### config.mk
export PLATFORM = sky130hd
export DESIGN_NAME = sih_bank
export DESIGN_NICKNAME = d
export VERILOG_FILES = /design/src/rtl/sih_pkg.sv /design/src/rtl/sih_edge.sv /design/src/rtl/sih_line.sv /design/src/rtl/sih_bank.sv
export SDC_FILE = /design/constraint.sdc
export NUM_CORES = 1
export LEC_CHECK = 0
export ABC_AREA = 1
export BUFFER_PORTS_ARGS = -buffer_cell sky130_fd_sc_hd__clkbuf_2
export CORE_MARGIN = 1.5
export CORE_UTILIZATION = 57
export CTS_CLUSTER_SIZE = 10
export DETAILED_ROUTE_END_ITERATION = 7
export GPL_TIMING_DRIVEN = 1
export PLACE_DENSITY = 0.85
export SLEW_MARGIN = 30
export SYNTH_ARGS = -nofsm -noshare
export SYNTH_HDL_FRONTEND = slang
export SYNTH_SLANG_ARGS = --single-unit
### constraint.sdc
create_clock -name clk -period 5.85 [get_ports clk]
set_clock_uncertainty 0.2 [all_clocks]
set_input_delay 1.17 -clock clk [delete_from_list [all_inputs] [get_ports clk]]
set_output_delay 1.17 -clock clk [all_outputs]
set_load 0.01 [all_outputs]
### src/rtl/sih_pkg.sv
package sih_pkg;
    localparam int CTRL_COR_BIT = 0;
    localparam int CTRL_BUF_BIT = 1;
    localparam int NUM_LINES    = 2;

    typedef enum logic [2:0] {
        RG_STAT,
        RG_MASK,
        RG_TSET,
        RG_EDGE,
        RG_CTRL,
        RG_NONE
    } region_e;
endpackage

### src/rtl/sih_edge.sv
module sih_edge #(
    parameter int N    = 24,
    parameter int SYNC = 2
) (
    input  logic           clk,
    input  logic           rst_n,
    input  logic [N-1:0]   src_i,
    input  logic [2*N-1:0] trig_cfg_i,
    output logic [N-1:0]   evt_o
);
    logic [N-1:0] sync_q [SYNC];
    logic [N-1:0] hist_q;
    logic [N-1:0] rise_en;
    logic [N-1:0] fall_en;

    for (genvar s = 0; s < SYNC; s++) begin : g_sync
        always_ff @(posedge clk or negedge rst_n) begin
            if (!rst_n) begin
                sync_q[s] <= '0;
            end else if (s == 0) begin
                sync_q[s] <= src_i;
            end else begin
                sync_q[s] <= sync_q[(s == 0) ? 0 : s-1];
            end
        end
    end

    always_ff @(posedge clk or negedge rst_n) begin
        if (!rst_n) hist_q <= '0;
        else        hist_q <= sync_q[SYNC-1];
    end

    always_comb begin
        for (int i = 0; i < N; i++) begin
            rise_en[i] = trig_cfg_i[2*i+1];
            fall_en[i] = trig_cfg_i[2*i];
        end
        evt_o = (sync_q[SYNC-1] & ~hist_q & rise_en) |
                (~sync_q[SYNC-1] & hist_q & fall_en);
    end
endmodule

### src/rtl/sih_line.sv
module sih_line #(
    parameter int N = 24
) (
    input  logic         clk,
    input  logic         rst_n,
    input  logic [N-1:0] evt_i,
    input  logic [N-1:0] set_i,
    input  logic [N-1:0] clr_i,
    input  logic         buf_en_i,
    input  logic [N-1:0] mask_wmask_i,
    input  logic [N-1:0] mask_wdata_i,
    output logic [N-1:0] st_o,
    output logic [N-1:0] mask_o,
    output logic         irq_n_o
);
    logic [N-1:0] st_q, st_n;
    logic [N-1:0] pend_q, pend_n;
    logic [N-1:0] mask_q;
    logic         irq_n_q;
    logic [N-1:0] hit;

    always_comb begin
        hit    = evt_i | set_i;
        st_n   = (st_q & ~clr_i) | hit | (clr_i & pend_q);
        pend_n = buf_en_i ? ((~clr_i & (pend_q | (st_q & hit))) |
                             (clr_i & pend_q & hit))
                          : '0;
    end

    always_ff @(posedge clk or negedge rst_n) begin
        if (!rst_n) begin
            st_q    <= '0;
            pend_q  <= '0;
            mask_q  <= '1;
            irq_n_q <= 1'b1;
        end else begin
            st_q    <= st_n;
            pend_q  <= pend_n;
            mask_q  <= (mask_q & ~mask_wmask_i) | (mask_wdata_i & mask_wmask_i);
            irq_n_q <= ~|(st_q & ~mask_q);
        end
    end

    assign st_o    = st_q;
    assign mask_o  = mask_q;
    assign irq_n_o = irq_n_q;

    assert_irq_low_R7: assert property (@(posedge clk) disable iff (!rst_n)
        (|(st_q & ~mask_q)) |=> !irq_n_o);
    assert_irq_high_R7: assert property (@(posedge clk) disable iff (!rst_n)
        !(|(st_q & ~mask_q)) |=> irq_n_o);
    assert_no_spurious_set_R3: assert property (@(posedge clk) disable iff (!rst_n)
        ((st_q & ~$past(st_q)) & ~$past(evt_i | set_i)) == '0);
    assert_clear_takes_R5: assert property (@(posedge clk) disable iff (!rst_n)
        (st_q & $past(clr_i & ~evt_i & ~set_i & ~pend_q)) == '0);
    assert_pend_needs_buf_R8: assert property (@(posedge clk) disable iff (!rst_n)
        (|pend_q) |-> $past(buf_en_i));
endmodule

### src/rtl/sih_bank.sv
module sih_bank
    import sih_pkg::*;
#(
    parameter int N  = 24,
    parameter int AW = 6
) (
    input  logic          clk,
    input  logic          rst_n,
    input  logic [N-1:0]  src_i,
    input  logic [AW-1:0] reg_addr_i,
    input  logic          reg_wr_i,
    input  logic          reg_rd_i,
    input  logic [7:0]    reg_wdata_i,
    output logic [7:0]    reg_rdata_o,
    output logic [1:0]    irq_n_o
);
    localparam int B        = (N + 7) / 8;
    localparam int E        = (2 * N + 7) / 8;
    localparam int PW       = B * 8;
    localparam int EW       = E * 8;
    localparam int OFF_TSET = 4 * B;
    localparam int OFF_EDGE = 5 * B;
    localparam int OFF_CTRL = 5 * B + E;

    logic [2*N-1:0] trig_q;
    logic [1:0]     ctrl_q;
    logic [N-1:0]   evt;

    region_e reg_sel;
    int      line_sel;
    int      byte_sel;

    logic [N-1:0]  lane_n;
    logic [N-1:0]  wrep_n;
    logic [N-1:0]  set_v;
    logic [N-1:0]  st_w    [NUM_LINES];
    logic [N-1:0]  mask_w  [NUM_LINES];
    logic [N-1:0]  clr_w   [NUM_LINES];
    logic [N-1:0]  mwm_w   [NUM_LINES];
    logic [PW-1:0] pad_v;
    logic [EW-1:0] trig_pad;

    // address decode
    always_comb begin
        int a;
        a        = int'(reg_addr_i);
        reg_sel  = RG_NONE;
        line_sel = 0;
        byte_sel = 0;
        if (a < 4 * B) begin
            line_sel = a / (2 * B);
            reg_sel  = ((a % (2 * B)) < B) ? RG_STAT : RG_MASK;
            byte_sel = a % B;
        end else if (a < OFF_EDGE) begin
            reg_sel  = RG_TSET;
            byte_sel = a - OFF_TSET;
        end else if (a < OFF_CTRL) begin
            reg_sel  = RG_EDGE;
            byte_sel = a - OFF_EDGE;
        end else if (a == OFF_CTRL) begin
            reg_sel  = RG_CTRL;
        end
    end

    // byte lane of the selected byte, trimmed to N bits
    always_comb begin
        logic [PW-1:0] lp;
        logic [PW-1:0] wp;
        lp = '0;
        wp = '0;
        for (int b = 0; b < B; b++) begin
            wp[b*8 +: 8] = reg_wdata_i;
            if (byte_sel == b) lp[b*8 +: 8] = 8'hFF;
        end
        lane_n = lp[N-1:0];
        wrep_n = wp[N-1:0];
        set_v  = (reg_wr_i && reg_sel == RG_TSET) ? (lane_n & wrep_n) : '0;
    end

    // trigger-select and control registers
    always_ff @(posedge clk or negedge rst_n) begin
        if (!rst_n) begin
            trig_q <= '0;
            ctrl_q <= '0;
        end else if (reg_wr_i) begin
            if (reg_sel == RG_EDGE) begin
                for (int b = 0; b < E; b++) begin
                    for (int k = 0; k < 8; k++) begin
                        if (byte_sel == b && (b * 8 + k) < 2 * N)
                            trig_q[b*8+k] <= reg_wdata_i[k];
                    end
                end
            end else if (reg_sel == RG_CTRL) begin
                ctrl_q <= reg_wdata_i[1:0];
            end
        end
    end

    sih_edge #(.N(N), .SYNC(2)) edge_i (
        .clk        (clk),
        .rst_n      (rst_n),
        .src_i      (src_i),
        .trig_cfg_i (trig_q),
        .evt_o      (evt)
    );

    for (genvar l = 0; l < NUM_LINES; l++) begin : g_line
        always_comb begin
            logic sel;
            sel = (line_sel == l);
            clr_w[l] = '0;
            if (sel && reg_sel == RG_STAT) begin
                if (ctrl_q[CTRL_COR_BIT]) begin
                    if (reg_rd_i) clr_w[l] = lane_n & st_w[l];
                end else if (reg_wr_i) begin
                    clr_w[l] = lane_n & wrep_n;
                end
            end
            mwm_w[l] = (sel && reg_sel == RG_MASK && reg_wr_i) ? lane_n : '0;
        end

        sih_line #(.N(N)) line_i (
            .clk          (clk),
            .rst_n        (rst_n),
            .evt_i        (evt),
            .set_i        (set_v),
            .clr_i        (clr_w[l]),
            .buf_en_i     (ctrl_q[CTRL_BUF_BIT]),
            .mask_wmask_i (mwm_w[l]),
            .mask_wdata_i (wrep_n),
            .st_o         (st_w[l]),
            .mask_o       (mask_w[l]),
            .irq_n_o      (irq_n_o[l])
        );
    end

    // read mux
    always_comb begin
        pad_v    = '0;
        trig_pad = '0;
        trig_pad[2*N-1:0] = trig_q;
        reg_rdata_o = 8'h00;
        unique case (reg_sel)
            RG_STAT: begin
                pad_v[N-1:0] = st_w[line_sel];
                reg_rdata_o  = pad_v[byte_sel*8 +: 8];
            end
            RG_MASK: begin
                pad_v[N-1:0] = mask_w[line_sel];
                reg_rdata_o  = pad_v[byte_sel*8 +: 8];
            end
            RG_EDGE: reg_rdata_o = trig_pad[byte_sel*8 +: 8];
            RG_CTRL: reg_rdata_o = {6'b0, ctrl_q};
            RG_TSET, RG_NONE: reg_rdata_o = 8'h00;
            default: reg_rdata_o = 8'h00;
        endcase
    end
endmodule

==> reports/metrics.cfg <==
[status]
status = finished with violations
failed_checks = negative setup slack

[power]
ir_worst_vdd_v = 0.0002679
switching_share_pct = 34.55
totalPowerFinal_mw = 5.621
power.leakage_nw = 7.837
seqPwrFrac_pct = 42.9
clkPwrFrac_pct = 30.9
power_density_nw_per_um2 = 330.8
intPower_mw = 3.679
p_comb_share_pct = 26.2
switchingPower_mw = 1.942

[synthesis]
synth_area_um2 = 14540
synthesis.nets = 2005
syn_inst = 1951
synth_ff_type = dfrtp_1
ys_seq_area_share_pct = 46.57
syn_area_per_cell_um2 = 7.450
synth.distinct_cells = 44
synth_area_leader_cell = dfrtp_1
synth_compound_area_share_pct = 14.58
async_flop_share_pct = 100.0
synth_xor_area_share_pct = 0.1205
yosys.area.top_type_share_pct = 37.53
synth.most_common_cell = nand2_1
ys_top_cells_by_area = dfrtp_1 38%, nand2_1 17%, dfstp_2 9.0%
synthMuxAreaShare_pct = 0.2066
yosys_register_bits = 268
synth_common_cells = 659 x nand2_1, 218 x dfrtp_1, 168 x inv_1
synth_edf_count = 0
synthAdderAreaFrac_pct = 1.033
synth-simple-area-share_pct = 30.18
synth_top_family_by_area = simple AND/OR/NAND/NOR gates
synth_warnings = 0

[sta]
min_period_ns = 5.894
final_max_slew_viol_count = 0
worst_pin_slew_ns = 0.9757
setup_ws_ns = -0.04426
setup_viol = 6
grt_setup_unrepaired = yes
period_share_pct = 100.8
finalHoldViolations = 0
fmax_mhz = 169.7
maxSlewHeadroom_pct = 34.88

[floorplanning]
core_um2 = 25110
dieArea_um2 = 26470
rows = 58
io_pins = 52
die_y_um = 162.7
die_w_um = 162.7
initial_utilization_pct = 57.89

[grt]
grt_max_degree = 120
grt_pass1_vias = 13690
grt_pass1_wl_um = 70950
grt-ovfl-total = 0
grt_use_total_pct = 34.41
antenna_found_initial = 0

[detailed_routing]
wl_per_cell_um = 19.06
drtIter0Drc = 1740
via_per_inst = 6.038
ant_nets = 0
drt-total-wl_um = 45790
vias = 14500
route.detailed.drc = 0
firstDrtPassIters = 6

[setup_path]
worst_setup_path_start_kind = input port
reg2reg_setup_slack_ns = 3.48
cpMaxStageDelayCell = ha_4
critPathArrivalTime_ns = 4.52
crit_path_end_kind = primary output
crit_fanout = 6
cpMostUsedCell = nand2_2
cpPeakStageDelay_ns = 0.20
path_class = in -> out
worstPathRequired_ns = 4.48

[final_layout]
fin_cells = 2402
fin_util_pct = 67.68
antenna_cells = 0
drive_gt1_share_pct = 17.76
syn_to_final_growth_pct = 16.92
layout.nets = 2102

[clock_tree]
tritoncts = done
numCtsBuffers = 31
clockBufferDepth = 3
clkSlewWorstSetupHoldPaths_ns = 0.06
clock_latency_ns = 0.57
numClockSinks = 268
hold_buffers = 0
cts-root-buf = clkbuf_16
htreeDepth = 1

[min_path]
holdCritPathClass = reg -> reg

[placement]
port-buffer-count = 51
pre_cts_ws_ns = -0.3655
dp_hpwl_um = 30470
dp_cells = 2314
gp_congestion = 0.9722

[job]
maxCapViolations = 0

-- cell usage in the layout, fill, tap and decap left out, types with 5 or more instances in the layout --
cell       count
o22ai_1       17
a21oi_2       19
nor2_4        12
nand2_2       27
o21ai_0      100
ha_1           8
buf_4         81
clkbuf_16     31
a21oi_1      121
inv_1        160
o21ai_2        5
buf_12         9
dfrtp_1      217
clkbuf_1      23
o211ai_1      25
a31oi_1       10
nand2_1      639
nand3b_1       9
nand3_4        5
nand3_1      147
o21ai_1       73
nor2_2        11
clkbuf_2      43
nand2_4        6
dfstp_2       50
buf_6          7
inv_2         11
nor2_1        90
nand3_2       15
nand4_1       45
-- routing by layer --
layer  vias up  routed length [µm]  GRT usage, %  part of all wire (%)
met5         -                   0             0                     0
met4         0                3692         24.56                   8.1
met3       242                4221         5.449                   9.2
met2       834               21400         55.71                    47
met1      6827               16480         42.07                    36
li1       6601                   -             -                     -
-- layout make-up --
class	count	area, µm²
clock buffer	55	875.8
clock inverter	2	13.76
fill	1967	8114
inverter	177	676.9
multi-input combinational	1421	7077
sequential	268	6770
tap	330	412.9
timing repair buffer	149	1169
-- kinds of logic (layout without fill, tap and decap cells) --
logic type,after synthesis,after routing
adder cells (fa/ha/maj),12,12
buffers and inverters,262,383
flip-flops,268,268
AND/OR/NAND/NOR,1021,1021
multiplexers,3,3
XOR/XNOR,2,2
AO/OA/AOI/OAI,383,383
-- worst max-delay path: cells and delay by family --
kind | cells | cell delay, ns
AOI/OAI and AO/OA | 1 | 0.17
and+or+nand+nor | 19 | 1.71
buffers and inverters | 10 | 1.12
adders and majority gates | 2 | 0.36
-- through the flow --
step	area, µm²	hold slack, ns	setup TNS, ns
after floorplan	14600	0.1312	0
after CTS	16780	0.1468	0
after global placement	15440	0.1321	-1.103
final	17000	0.1437	-0.1134
after detailed placement	15440	0.1347	-2.386
after global routing	17000	0.1488	-1.505
-- path summary, 6_finish.rpt --
kind | cells past startpoint | start | to
setup / recovery | 32 | reg_addr_i[5] | reg_rdata_o[7]
hold / removal | 0 | edge_i.sync_q[27] | edge_i.sync_q[3]
setup reg to reg | 4 | register | g_line[1].line_i.irq_n_o
hold reg to reg | 0 | edge_i.sync_q[27] | edge_i.sync_q[3]
max in group asynchronous | 2 | rst_n | trig_pad[5]
min in group asynchronous | 1 | rst_n | edge_i.sync_q[47]
-- repair_timing --
item / CTS / global route
resized for setup: 58 / 57
endpoints found under the setup margin: 8 / 8
setup buffers: 20 / 10
pin swaps: 31 / 36
cloned: 3 / 0
-- power by group through the flow --
stage                     Clock, mW  Combinational [mW]  Sequential, mW
after floorplan                   0               0.880            2.35
after global placement            0                1.25            2.41
after detailed placement          0                1.30            2.43
after CTS                      1.75                1.39            2.40
after global routing           1.83                1.60            2.44
final                          1.74                1.47            2.41
Note: power is estimated with default switching activity, not from simulation.
